[src/rtl/adc_rb_pkg.sv]
package adc_rb_pkg;

    // Register offsets (byte addresses)
    localparam logic [7:0] OFS_CHEN   = 8'h10;
    localparam logic [7:0] OFS_CHDIS  = 8'h14;
    localparam logic [7:0] OFS_CHSTAT = 8'h18;
    localparam logic [7:0] OFS_STAT   = 8'h1C;
    localparam logic [7:0] OFS_LAST   = 8'h20;
    localparam logic [7:0] OFS_IEN    = 8'h24;
    localparam logic [7:0] OFS_IDIS   = 8'h28;
    localparam logic [7:0] OFS_IMASK  = 8'h2C;
    localparam logic [7:0] OFS_DATA0  = 8'h30;
    localparam int         DATA_STEP  = 4;

endpackage

[src/rtl/adc_rb_data.sv]
module adc_rb_data #(
    parameter int NCH = 8,
    parameter int DW  = 10,
    localparam int CW = $clog2(NCH)
) (
    input  logic                     clk,
    input  logic                     rst_n,
    input  logic [NCH-1:0]           chan_en,
    input  logic                     done_valid,
    input  logic [CW-1:0]            done_chan,
    input  logic [DW-1:0]            done_data,
    output logic [NCH-1:0][DW-1:0]   cdr,
    output logic [DW-1:0]            last
);

    typedef struct packed {
        logic [NCH-1:0][DW-1:0] cdr;
        logic [DW-1:0]          last;
    } data_t;

    data_t d, q;

    always_comb begin
        d = q;
        if (done_valid) begin
            d.last = done_data;
        end
        for (int i = 0; i < NCH; i++) begin
            if (done_valid && done_chan == CW'(i) && chan_en[i]) begin
                d.cdr[i] = done_data;
            end
        end
    end

    always_ff @(posedge clk or negedge rst_n) begin
        if (!rst_n) begin
            q <= '0;
        end else begin
            q <= d;
        end
    end

    assign cdr  = q.cdr;
    assign last = q.last;

    // every completion lands in the last-result register
    p_last_load_r4: assert property (@(posedge clk) disable iff (!rst_n)
        done_valid |=> (q.last == $past(done_data)));

    // a channel register only moves on a completion for that enabled channel
    for (genvar i = 0; i < NCH; i++) begin : g_chk
        p_cdr_hold_r3: assert property (@(posedge clk) disable iff (!rst_n)
            !(done_valid && done_chan == CW'(i) && chan_en[i]) |=> $stable(q.cdr[i]));
    end

endmodule

[src/rtl/adc_rb_flags.sv]
module adc_rb_flags #(
    parameter int NCH = 8,
    localparam int CW = $clog2(NCH)
) (
    input  logic           clk,
    input  logic           rst_n,
    input  logic [NCH-1:0] chan_en,
    input  logic           done_valid,
    input  logic [CW-1:0]  done_chan,
    input  logic           rd_stat,
    input  logic           rd_last,
    input  logic [NCH-1:0] rd_data_hit,
    output logic [NCH-1:0] eoc,
    output logic [NCH-1:0] ovr,
    output logic           drdy,
    output logic           govre
);

    typedef struct packed {
        logic [NCH-1:0] eoc;
        logic [NCH-1:0] ovr;
        logic           drdy;
        logic           govre;
    } flags_t;

    flags_t d, q;
    logic [NCH-1:0] hit;

    always_comb begin
        for (int i = 0; i < NCH; i++) begin
            hit[i] = done_valid && (done_chan == CW'(i)) && chan_en[i];
        end
        d       = q;
        // clears first, sets afterwards: a same-cycle event wins
        d.eoc   = (q.eoc & ~rd_data_hit) | hit;
        d.ovr   = (rd_stat ? '0 : q.ovr) | (hit & q.eoc);
        d.drdy  = done_valid | (q.drdy & ~rd_last);
        d.govre = (done_valid & q.drdy) | (q.govre & ~rd_last);
    end

    always_ff @(posedge clk or negedge rst_n) begin
        if (!rst_n) begin
            q <= '0;
        end else begin
            q <= d;
        end
    end

    assign eoc   = q.eoc;
    assign ovr   = q.ovr;
    assign drdy  = q.drdy;
    assign govre = q.govre;

    // a completion always leaves data-ready set, even against a clearing read
    p_drdy_set_r8: assert property (@(posedge clk) disable iff (!rst_n)
        done_valid |=> q.drdy);

    // general overrun needs an unread result in the cycle before
    p_govre_cause_r7: assert property (@(posedge clk) disable iff (!rst_n)
        $rose(q.govre) |-> $past(q.drdy));

    for (genvar i = 0; i < NCH; i++) begin : g_chk
        // channel overrun needs that channel's flag already set
        p_ovr_cause_r6: assert property (@(posedge clk) disable iff (!rst_n)
            $rose(q.ovr[i]) |-> $past(q.eoc[i]));
    end

endmodule

[src/rtl/adc_regbank.sv]
module adc_regbank #(
    parameter int NCH = 8,
    parameter int DW  = 10,
    parameter int AW  = 8,
    parameter int BW  = 32,
    localparam int CW = $clog2(NCH)
) (
    input  logic          clk,
    input  logic          rst_n,
    input  logic          bus_sel,
    input  logic          bus_we,
    input  logic [AW-1:0] bus_addr,
    input  logic [BW-1:0] bus_wdata,
    output logic [BW-1:0] bus_rdata,
    input  logic          done_valid,
    input  logic [CW-1:0] done_chan,
    input  logic [DW-1:0] done_data,
    output logic          irq
);

    import adc_rb_pkg::*;

    localparam int FW = 2 * NCH + 2;

    typedef struct packed {
        logic [NCH-1:0] en;
        logic [FW-1:0]  mask;
    } cfg_t;

    cfg_t d, q;

    logic                   wr, rd, rd_stat, rd_last;
    logic [NCH-1:0]         rd_data_hit;
    logic [NCH-1:0]         eoc, ovr;
    logic                   drdy, govre;
    logic [NCH-1:0][DW-1:0] cdr;
    logic [DW-1:0]          last;
    logic [FW-1:0]          status;
    logic                   unused_wdata;

    assign unused_wdata = ^bus_wdata[BW-1:FW];

    assign wr      = bus_sel & bus_we;
    assign rd      = bus_sel & ~bus_we;
    assign rd_stat = rd && (bus_addr == AW'(OFS_STAT));
    assign rd_last = rd && (bus_addr == AW'(OFS_LAST));

    always_comb begin
        for (int i = 0; i < NCH; i++) begin
            rd_data_hit[i] = rd && (bus_addr == AW'(OFS_DATA0 + DATA_STEP * i));
        end
    end

    always_comb begin
        d = q;
        if (wr) begin
            case (bus_addr)
                AW'(OFS_CHEN):  d.en   = q.en | bus_wdata[NCH-1:0];
                AW'(OFS_CHDIS): d.en   = q.en & ~bus_wdata[NCH-1:0];
                AW'(OFS_IEN):   d.mask = q.mask | bus_wdata[FW-1:0];
                AW'(OFS_IDIS):  d.mask = q.mask & ~bus_wdata[FW-1:0];
                default: ;
            endcase
        end
    end

    always_ff @(posedge clk or negedge rst_n) begin
        if (!rst_n) begin
            q <= '0;
        end else begin
            q <= d;
        end
    end

    adc_rb_flags #(.NCH(NCH)) u_flags (
        .clk         (clk),
        .rst_n       (rst_n),
        .chan_en     (q.en),
        .done_valid  (done_valid),
        .done_chan   (done_chan),
        .rd_stat     (rd_stat),
        .rd_last     (rd_last),
        .rd_data_hit (rd_data_hit),
        .eoc         (eoc),
        .ovr         (ovr),
        .drdy        (drdy),
        .govre       (govre)
    );

    adc_rb_data #(.NCH(NCH), .DW(DW)) u_data (
        .clk        (clk),
        .rst_n      (rst_n),
        .chan_en    (q.en),
        .done_valid (done_valid),
        .done_chan  (done_chan),
        .done_data  (done_data),
        .cdr        (cdr),
        .last       (last)
    );

    assign status = {govre, drdy, ovr, eoc & q.en};
    assign irq    = |(status & q.mask);

    always_comb begin
        bus_rdata = '0;
        case (bus_addr)
            AW'(OFS_CHSTAT): bus_rdata = BW'(q.en);
            AW'(OFS_STAT):   bus_rdata = BW'(status);
            AW'(OFS_LAST):   bus_rdata = BW'(last);
            AW'(OFS_IMASK):  bus_rdata = BW'(q.mask);
            default: ;
        endcase
        for (int i = 0; i < NCH; i++) begin
            if (bus_addr == AW'(OFS_DATA0 + DATA_STEP * i)) begin
                bus_rdata = BW'(cdr[i]);
            end
        end
    end

    // a 1 written to the set-mask offset shows up in the mask
    p_mask_set_r9: assert property (@(posedge clk) disable iff (!rst_n)
        (wr && bus_addr == AW'(OFS_IEN)) |=>
            ((q.mask & $past(bus_wdata[FW-1:0])) == $past(bus_wdata[FW-1:0])));

    // a 1 written to the clear-mask offset removes the bit
    p_mask_clr_r9: assert property (@(posedge clk) disable iff (!rst_n)
        (wr && bus_addr == AW'(OFS_IDIS)) |=>
            ((q.mask & $past(bus_wdata[FW-1:0])) == '0));

    // a 1 written to the disable offset turns the channel off
    p_chen_clr_r1: assert property (@(posedge clk) disable iff (!rst_n)
        (wr && bus_addr == AW'(OFS_CHDIS)) |=>
            ((q.en & $past(bus_wdata[NCH-1:0])) == '0));

    // accesses that are not writes leave the configuration alone
    p_cfg_hold_r11: assert property (@(posedge clk) disable iff (!rst_n)
        !wr |=> $stable(q));

endmodule

[config.mk]
export PLATFORM = sky130hd
export DESIGN_NAME = adc_regbank
export DESIGN_NICKNAME = d
export VERILOG_FILES = /design/src/rtl/adc_rb_pkg.sv /design/src/rtl/adc_rb_data.sv /design/src/rtl/adc_rb_flags.sv /design/src/rtl/adc_regbank.sv
export SDC_FILE = /design/constraint.sdc
export NUM_CORES = 1
export LEC_CHECK = 0
export ABC_AREA = 1
export BUFFER_PORTS_ARGS = -buffer_cell sky130_fd_sc_hd__buf_2
export CAP_MARGIN = 20
export CORE_MARGIN = 4
export CORE_UTILIZATION = 60
export DETAILED_ROUTE_END_ITERATION = 12
export PLACE_DENSITY = 0.83
export SYNTH_ARGS = -nofsm -noshare
export SYNTH_HDL_FRONTEND = slang
export SYNTH_SLANG_ARGS = --single-unit
[constraint.sdc]
create_clock -name clk -period 2 [get_ports clk]
set_input_delay 0 -clock clk [delete_from_list [all_inputs] [get_ports clk]]
set_output_delay 0 -clock clk [all_outputs]
set_load 0.02 [all_outputs]
==> flow_summary_export.csv, run 1 <==
group,metric,value,unit
drt,totalWireLength,18.1,mm
critical_path,cp_max_fo,3,
place,port_buffers,62,
pwr,internal_power,4.68,mW
place,place_congestion,0.963,
pwr,p_per_area,759,mW/mm^2
floorplanning,die_h,114,um
floorplanning,io_pins,91,
critical_path,cp.buffers_inverters,2,
synth,avgSynthCellArea,7.94,um^2
drt,vias_per_cell,5.61,
floorplanning,start_util,61.5,%
synth,synth_area_leader_cell,"dfrtp_1",
pwr,p_clk_share,42.1,%
timing,rsz0062_at_grt,"true",
timing,hold_slack,0.000745,ns
job,drv_cap,0,
drt,drtPass1Iterations,5,
worst_hold_path,hp-class,"in2async",
grt,grt_max_degree,74,
timing,finalHoldViolations,0,
grt,use_met1,38.6,%
final_layout,nNetsFinal,1021,
pwr,switching_share,24.7,%
timing,post-route-min-period,1.99,ns
timing,finalCritPeriodShare,99.5,%
critical_path,critPathTopFamily,"simple AND/OR/NAND/NOR gates",
grt,busiest_layer,"met2",
timing,tightest_slew,0.615,ns
clocking,cts_num_sinks,134,
critical_path,rrSetupSlack,0.30,ns
final_layout,drive_gt1_share,17.8,%
grt,grt_use_total,29.1,%
final_layout,area_growth,22.3,%
synth,synth.distinct_cells,31,
critical_path,cp.arrival,1.99,ns
clocking,clock-root-buffer,"clkbuf_8",
grt,use_met3,6.68,%
place,detailed_place_hpwl,12.0,mm
synth,syn_area,0.00670,mm^2
critical_path,start_kind,"flop",
clocking,cts_buffers,17,
timing,setup_viol,0,
pwr,seqPwrFrac,48.9,%
critical_path,cp_slowest_cell,"dfrtp_1",
synth,synthCells,843,
final_layout,antennaDiodeCount,0,
critical_path,worstPathCellList,"nand2_1, inv_1, nand3_1, nand2_1, nor2_1, nand4_1, nor3_2, nand4_1, buf_2",
grt,grt_use_met2,46.5,%
synth,synth_area_leaders,"dfrtp_1 (50%), nand2_1 (14%), o21ai_0 (8.4%)",
floorplanning,die_area,0.0129,mm^2
floorplanning,core-area,0.0109,mm^2
drt,drtAntennaViolNets,0,
pwr,comb_power_share,9.0,%
clocking,cts_tree,"done",
place,dpl.cell_count,1038,
drt,via_count,6246,
timing,fin_setup_tns,0,ns
critical_path,critPathRequiredTime,2.00,ns
drt,post_drt_wl_per_cell,16.2,um
pwr,leakagePower,4.28,nW
grt,grt_pass1_vias,5858,
critical_path,cp-end-kind,"primary output",
clocking,clk_path_buf_depth,2,
pwr,power_switching,1.53,mW
synth,synth.top_cell.area_share,50.1,%
synth,yosysWarnings,0,
timing,max_freq,0.502,GHz
drt,drt_iter0_markers,663,
final_layout,final_cells,1113,
timing,fin_skew,0.00526,ns
grt,overflow,0,
clocking,htree_levels,4,
pwr,power,6.22,mW
floorplanning,die_w,114,um
grt,antenna_found_initial,0,
synth,synth-seq-cells,134,
clocking,clk_pin_slew,0.06,ns
grt,grt_pass1_wl,29.0,mm
floorplanning,rows,38,
critical_path,slowest_delay,0.41,ns
drt,drcViolationCount,0,
final_layout,post-route-util,75.2,%
synth,seq_area_frac_synth,50.1,%
critical_path,critPathKind,"reg2out",
pwr,vdd_ir_drop_max,0.750,mV
run_status,status,"finished, final reports clean",
clocking,insertion_delay,0.53,ns
timing,drv_slew,0,
timing,slew_headroom,58.9,%
[cell families after synthesis]
group / synth area share [%]
mux: 2.99
simple gates: 26.9
compound gates: 10.4
other cells: 0.0560
flops: 50.1
buf+inv: 9.57
[layout make-up]
cell class / count / area [um^2]
Inverter: 110 / 413
Fill cell: 751 / 2700
Timing Repair Buffer: 129 / 933
Sequential cell: 134 / 3360
Clock buffer: 24 / 460
Multi-Input combinational cell: 571 / 2820
Tap cell: 140 / 175
Clock inverter: 5 / 27.5
[stage by stage]
| stage | instance area [um^2] | worst slack, ns |
|---|---|---|
| 2_1_floorplan | 6750 | 0.717 |
| 3_3_place_gp | 7180 | 0.393 |
| 3_5_place_dp | 7180 | 0.365 |
| 4_1_cts | 8070 | 0.00432 |
| 5_1_grt | 8190 | -0.107 |
| 6_report | 8190 | 0.00984 |
[synthesized netlist by cell type]
library cell	number
nor2_8	1
a21oi_1	4
nor2_1	37
or2_0	3
o21ai_0	112
nand3_1	60
o21ai_1	4
mux2i_1	20
a31oi_1	2
conb_1	1
inv_1	103
nand4_2	1
buf_8	1
buf_2	8
nand2_1	251
clkbuf_1	18
nor2_4	8
o22ai_1	11
nand2_4	1
nor2_2	3
dfrtp_1	134
nor3_4	2
nand2_2	9
or2_2	1
o211ai_1	1
nand3b_1	4
nor3_1	6
inv_2	7
a211oi_1	1
nand4_1	15
buf_4	14
[repair_timing]
action | 4_1_cts | 5_1_grt
pin swaps | 0 | 10
hold endpoints to repair | 250 | 0
setup buffers | 4 | 6
hold buffers | 36 | 0
setup endpoints to repair | 4 | 8
gates resized for setup | 4 | 25
[per-layer routing]
| layer | vias up | part of all wire [%] |
|---|---|---|
| met5 | - | 0 |
| met4 | 0 | 3.1 |
| met3 | 57 | 9.2 |
| met2 | 291 | 48 |
| met1 | 2993 | 40 |
| li1 | 2905 | - |
[cell usage in the layout, fill, tap and decap left out, types with 3 or more instances in the layout]
master and count:
nand2_2 13, o21ai_1 4, or2_0 3, inv_1 102, inv_2 8, nand3_2 6
nand4_1 15, nand3b_1 4, buf_2 58, nor3_1 4, o22ai_1 11, nor2_4 9
clkbuf_8 3, nor2_2 8, nand3_1 54, nand2_1 247, dlygate4sd3_1 36, nor2_1 31
mux2i_1 20, a21oi_1 4, dfrtp_1 130, clkbuf_16 16, o21ai_0 112, clkinv_2 4
clkbuf_1 5, dfrtp_2 4, conb_1 14, buf_4 32
[final timing paths]
kind / start / cells past startpoint / to
setup / recovery: u_flags.eoc[2] / 9 / bus_rdata[2]
hold / removal: rst_n / 2 / asynchronous set/reset pin
setup reg to reg: flop / 6 / u_data.cdr[27]
hold reg to reg: u_data.cdr[57] / 2 / u_data.cdr[57]
max in group asynchronous: rst_n / 3 / u_flags.eoc[5]
min in group clk: done_valid / 4 / u_flags.eoc[4]
[power by group through the flow]
stage	logic, mW	clock network [mW]	registers, mW
2_1_floorplan	0.303	0	3.04
3_3_place_gp	0.457	0	3.07
3_5_place_dp	0.475	0	3.08
4_1_cts	0.540	2.63	3.03
5_1_grt	0.634	2.78	3.06
6_report	0.562	2.61	3.04
No activity file was read; power rests on OpenSTA's default activity.
==> run 2: changes to the inputs <==
--- a/config.mk
+++ b/config.mk
@@ -8,10 +8,11 @@
 export ABC_AREA = 1
 export BUFFER_PORTS_ARGS = -buffer_cell sky130_fd_sc_hd__buf_2
 export CAP_MARGIN = 20
-export CORE_MARGIN = 4
-export CORE_UTILIZATION = 60
+export CORE_MARGIN = 2
+export CORE_UTILIZATION = 58
 export DETAILED_ROUTE_END_ITERATION = 12
-export PLACE_DENSITY = 0.83
+export GPL_TIMING_DRIVEN = 0
+export PLACE_DENSITY = 0.8
 export SYNTH_ARGS = -nofsm -noshare
 export SYNTH_HDL_FRONTEND = slang
 export SYNTH_SLANG_ARGS = --single-unit
==> constraint.sdc (replaced) <==
create_clock -name clk -period 2.1 [get_ports clk]
set_input_delay 0 -clock clk [delete_from_list [all_inputs] [get_ports clk]]
set_output_delay 0 -clock clk [all_outputs]
set_load 0.02 [all_outputs]
==> flow_summary_export.csv, run 2 (synthesis results as in run 1) <==
group,metric,value,unit
clocking,clk_pin_slew,0.06,ns
job,drv_cap,0,
clocking,clk_path_buf_depth,2,
clocking,insertion_delay,0.42,ns
critical_path,start_kind,"flop",
final_layout,nNetsFinal,1022,
timing,setup_viol,0,
critical_path,critPathRequiredTime,2.10,ns
drt,via_count,6124,
floorplanning,die_h,111,um
floorplanning,die_w,111,um
final_layout,stdcell_area,0.00811,mm^2
timing,fin_setup_tns,0,ns
drt,vias_per_cell,5.47,
clocking,clock-root-buffer,"clkbuf_16",
floorplanning,start_util,59.2,%
place,place_congestion,0.933,
worst_hold_path,hold_path_depth,3,
timing,finalCritPeriodShare,95.4,%
floorplanning,die_area,0.0124,mm^2
timing,tightest_slew,0.834,ns
drt,drt_iter0_markers,503,
timing,setup_slack,0.0965,ns
clocking,cts_tree,"done",
grt,grt_pass1_wl,29.1,mm
timing,fin_skew,0.00710,ns
timing,hold_slack,-0.00957,ns
critical_path,rrSetupSlack,0.34,ns
timing,drv_slew,0,
floorplanning,rows,39,
final_layout,layout_commonest_cell,"nand2_1",
timing,max_freq,0.499,GHz
place,port_buffers,62,
drt,totalWireLength,17.8,mm
pwr,p_per_area,773,mW/mm^2
grt,grt_use_total,29.9,%
run_status,status,"finished with violations",
grt,grt_pass1_vias,5797,
timing,rsz0062_at_grt,"false",
clocking,cts_num_sinks,134,
drt,post_drt_wl_per_cell,15.9,um
place,detailed_place_hpwl,12.7,mm
grt,antenna_found_initial,0,
critical_path,cp-end-kind,"primary output",
timing,slew_headroom,44.2,%
final_layout,area_growth,21.2,%
drt,drtAntennaViolNets,0,
clocking,htree_levels,4,
critical_path,reg2reg_to,"u_data.cdr[66]",
critical_path,critPathKind,"reg2out",
place,dpl_cell_area,0.00727,mm^2
pwr,leakagePower,4.24,nW
final_layout,final_cell_mix,"nand2_1 (251), dfrtp_1 (134), o21ai_0 (112)",
grt,overflow,0,
critical_path,cp_max_fo,4,
worst_hold_path,hp-class,"in2reg",
timing,finalHoldViolations,5,
timing,post-route-min-period,2.00,ns
pwr,power,6.27,mW
floorplanning,core-area,0.0113,mm^2
critical_path,rr_worst_depth,5,
grt,grt_max_degree,76,
worst_hold_path,hold_start,"done_data[2]",
final_layout,drive_gt1_share,15.6,%
pwr,vdd_ir_drop_max,0.469,mV
floorplanning,io_pins,91,
critical_path,cp.arrival,2.00,ns
clocking,cts_buffers,17,
clocking,post_cts_buffers,0,
place,place_ws,0.0562,ns
drt,drtPass1Iterations,7,
final_layout,antennaDiodeCount,0,
worst_hold_path,min_to,"u_data.cdr[62]",
run_status,violations,"negative hold slack",
drt,drcViolationCount,0,
run 2: what timing repair did:
action | 4_1_cts | 5_1_grt
hold endpoints to repair | 94 | 0
gates resized for setup | 0 | 2
hold buffers | 26 | 0
setup endpoints to repair | 0 | 10
run 2: layout make-up:
type	count	area [um^2]
Clock inverter	12	119
Inverter	110	413
Tap cell	143	179
Buffer	41	228
Sequential cell	134	3350
Timing Repair Buffer	89	604
Fill cell	866	3210
Multi-Input combinational cell	571	2760
Clock buffer	20	457
run 2: layer usage:
layer | wire length, um | vias to the layer above | GRT usage [%]
li1 | - | 2922 | -
met5 | 0 | - | 0
met2 | 8610 | 285 | 48.5
met1 | 7280 | 2886 | 40.1
met3 | 1520 | 31 | 7.13
met4 | 430 | 0 | 10.1
run 2: where the power goes:
group / internal, mW / leakage (nW) / switching [mW] / total, mW
sequential: 2.77 / 1.72 / 0.118 / 2.89
combinational: 0.193 / 2.25 / 0.325 / 0.518
clock: 1.71 / 0.268 / 1.16 / 2.86
total: 4.67 / 4.24 / 1.60 / 6.27
run 2: how the worst max path moves through the flow:
stage	startpoint	endpoint	slack, ns	cells after the start
after floorplan	flop	u_data.cdr[60]	0.82	5
after global placement	rst_n	u_data.cdr[74]	-0.74	1
after detailed placement	flop	u_data.cdr[63]	0.06	5
after CTS	flop	u_data.cdr[66]	0.02	5
after global routing	u_flags.eoc[6]	bus_rdata[6]	0.007	8
final	u_flags.eoc[6]	bus_rdata[6]	0.1	8
run 2: worst max-delay path: stages, from the launching register on:
cell      delay (ns)
dfrtp_1         0.45
nand2_1         0.09
nand3b_1        0.10
nand2_1         0.05
nor2_1          0.22
nand4_1         0.16
nor3_1          0.20
nand4_1         0.12
buf_2           0.18
run 2: stage by stage:
| stage | util (%) | instances |
|---|---|---|
| finish | 71.7 | 1120 |
| global route | 71.7 | 1120 |
| CTS | 71.6 | 1120 |
| detailed placement | 64.2 | 1062 |
| global placement | 63.9 | 1061 |
| floorplan | - | 856 |
==> run 3: changes to the inputs <==
--- a/config.mk
+++ b/config.mk
@@ -8,11 +8,10 @@
 export ABC_AREA = 1
 export BUFFER_PORTS_ARGS = -buffer_cell sky130_fd_sc_hd__buf_2
 export CAP_MARGIN = 20
-export CORE_MARGIN = 2
-export CORE_UTILIZATION = 58
+export CORE_UTILIZATION = 52
 export DETAILED_ROUTE_END_ITERATION = 12
 export GPL_TIMING_DRIVEN = 0
-export PLACE_DENSITY = 0.8
+export PLACE_DENSITY = 0.76
 export SYNTH_ARGS = -nofsm -noshare
 export SYNTH_HDL_FRONTEND = slang
 export SYNTH_SLANG_ARGS = --single-unit
==> constraint.sdc (replaced) <==
create_clock -name clk -period 1.6 [get_ports clk]
set_input_delay 0 -clock clk [delete_from_list [all_inputs] [get_ports clk]]
set_output_delay 0 -clock clk [all_outputs]
set_load 0.02 [all_outputs]
==> flow_summary_export.csv, run 3 (synthesis results as in run 1) <==
group,metric,value,unit
drt,vias_per_cell,5.34,
final_layout,final_cells,1172,
drt,via_count,6257,
critical_path,crit_cells,8,
clocking,cts_tree,"done",
place,dpl.cell_count,1091,
critical_path,cp_slowest_cell,"dfrtp_2",
clocking,clk_path_buf_depth,2,
timing,drv_slew,0,
timing,fin_skew,0.00443,ns
drt,drcViolationCount,0,
final_layout,nNetsFinal,1045,
drt,totalWireLength,18.8,mm
timing,post-route-min-period,1.85,ns
drt,post_drt_wl_per_cell,16.0,um
place,port_buffers,62,
critical_path,critPathTopFamily,"simple AND/OR/NAND/NOR gates",
timing,max_freq,0.539,GHz
critical_path,cp-startpoint,"u_flags.eoc[6]",
pwr,leakagePower,4.45,nW
timing,finalCritPeriodShare,116,%
grt,overflow,0,
timing,slew_headroom,43.5,%
worst_hold_path,hp-class,"in2reg",
timing,rsz0062_at_grt,"true",
pwr,vdd_ir_drop_max,0.793,mV
critical_path,worstPathCellList,"nand2_2, nand3b_1, nand2_2, nor2_4, nand4_1, nor3_2, nand4_1, buf_6",
timing,finalHoldViolations,2,
grt,antenna_found_initial,0,
pwr,comb_power_share,8.7,%
critical_path,crit_path_end,"bus_rdata[6]",
critical_path,rr_worst_depth,5,
grt,grt_pass1_vias,6015,
final_layout,area_growth,26.9,%
place,detailed_place_hpwl,13.0,mm
timing,tightest_slew,0.844,ns
pwr,power,8.60,mW
drt,drt_iter0_markers,565,
grt,grt_max_degree,91,
pwr,power_switching,2.08,mW
grt,grt_use_total,30.0,%
final_layout,antennaDiodeCount,0,
timing,setup_slack,-0.255,ns
clocking,cts_num_sinks,134,
floorplanning,io_pins,91,
critical_path,rrSetupSlack,0.05,ns
clocking,clk_pin_slew,0.06,ns
critical_path,cp-end-kind,"primary output",
pwr,p_clk_share,47.2,%
floorplanning,rows,41,
critical_path,critPathKind,"reg2out",
final_layout,final_cell_mix,"nand2_1 (249), dfrtp_1 (130), o21ai_0 (112)",
pwr,p_per_area,1010,mW/mm^2
place,place_ws,-0.556,ns
floorplanning,start_util,53.3,%
pwr,internal_power,6.52,mW
timing,hold_slack,-0.00166,ns
pwr,seqPwrFrac,44.1,%
critical_path,start_kind,"flop",
run_status,status,"finished with violations",
drt,drtAntennaViolNets,0,
clocking,htree_levels,4,
critical_path,critPathRequiredTime,1.60,ns
critical_path,reg2reg_to,"u_data.cdr[57]",
critical_path,slowest_delay,0.44,ns
critical_path,cp.arrival,1.85,ns
clocking,insertion_delay,0.42,ns
timing,setup_viol,11,
grt,grt_pass1_wl,29.9,mm
critical_path,cp_max_fo,2,
floorplanning,die_area,0.0133,mm^2
clocking,clock-root-buffer,"clkbuf_16",
job,drv_cap,0,
final_layout,layout_commonest_cell,"nand2_1",
critical_path,cp.buffers_inverters,1,
final_layout,drive_gt1_share,20.6,%
floorplanning,core-area,0.0126,mm^2
floorplanning,die_h,115,um
floorplanning,die_w,115,um
drt,drtPass1Iterations,7,
clocking,cts_buffers,17,
pwr,switching_share,24.2,%
place,place_congestion,0.938,
run_status,violations,"negative hold slack, negative setup slack",
## run 3: changes by cell type in the layout (fill, tap and decap cells not counted), sizes merged
cell / before / now
buf: 86 / 108
clkinvlp: 5 / 1
bufinv: 1 / 3
dlygate4sd3: 26 / 28
clkbuf: 38 / 39
clkinv: 2 / 3
inv: 114 / 113
## run 3: how the worst min path moves through the flow
stage          cells past startpoint                         end          from
6_report                           3              u_data.cdr[79]  done_data[9]
5_1_grt                            3              u_data.cdr[68]  done_data[8]
4_1_cts                            3               u_data.cdr[8]  done_data[8]
3_5_place_dp                       1  asynchronous set/reset pin         rst_n
3_3_place_gp                       3              u_data.cdr[21]  done_data[1]
2_1_floorplan                      0  asynchronous set/reset pin         rst_n
## run 3: metal layers
layer / track usage [%] / part of all wire, % / wire [um]
met1: 38.6 / 42 / 7890
met2: 48.8 / 47 / 8890
met3: 5.02 / 6.7 / 1250
met4: 16.3 / 4.0 / 748
met5: 0 / 0 / 0
## run 3: what timing repair did
item                                    4_1_cts  5_1_grt
buffers inserted                             14        8
hold buffers                                 28        0
hold endpoints to repair                    171        0
endpoints found under the setup margin       32       42
pin swaps                                    14       17
resized for setup                            26       25
## run 3: worst min-delay path, stage by stage
cell and delay (ns):
buf_2 0.07, inv_1 0.12, o21ai_0 0.18
## run 3: layout make-up
cell class                      instances  area, um^2
Tap cell                              172         215
Multi-Input combinational cell        571        2860
Timing Repair Buffer                  113         811
Fill cell                             984        4070
Inverter                              110         413
Buffer                                 40         231
Sequential cell                       134        3360
Clock buffer                           22         474
Clock inverter                         10         143
## run 3: per-stage QoR
stage | area (um^2) | util, % | setup TNS (ns) | hold WS, ns
after floorplan | 6750 | - | 0 | -0.296
final | 8500 | 67.6 | -1.57 | -0.00166
after global placement | 7270 | 57.8 | -176.42 | 0.243
after CTS | 8390 | 66.8 | -1.65 | 0.00224
after global routing | 8500 | 67.6 | -2.56 | 0.0318
after detailed placement | 7300 | 58.1 | -5.74 | -0.0554
## run 3: power by group through the flow
stage | logic [mW] | registers [mW] | clock network, mW
after CTS | 0.737 | 3.78 | 4.07
final | 0.752 | 3.79 | 4.06
after floorplan | 0.379 | 3.80 | 0
after detailed placement | 0.625 | 3.85 | 0
after global routing | 0.851 | 3.81 | 4.25
after global placement | 0.596 | 3.84 | 0
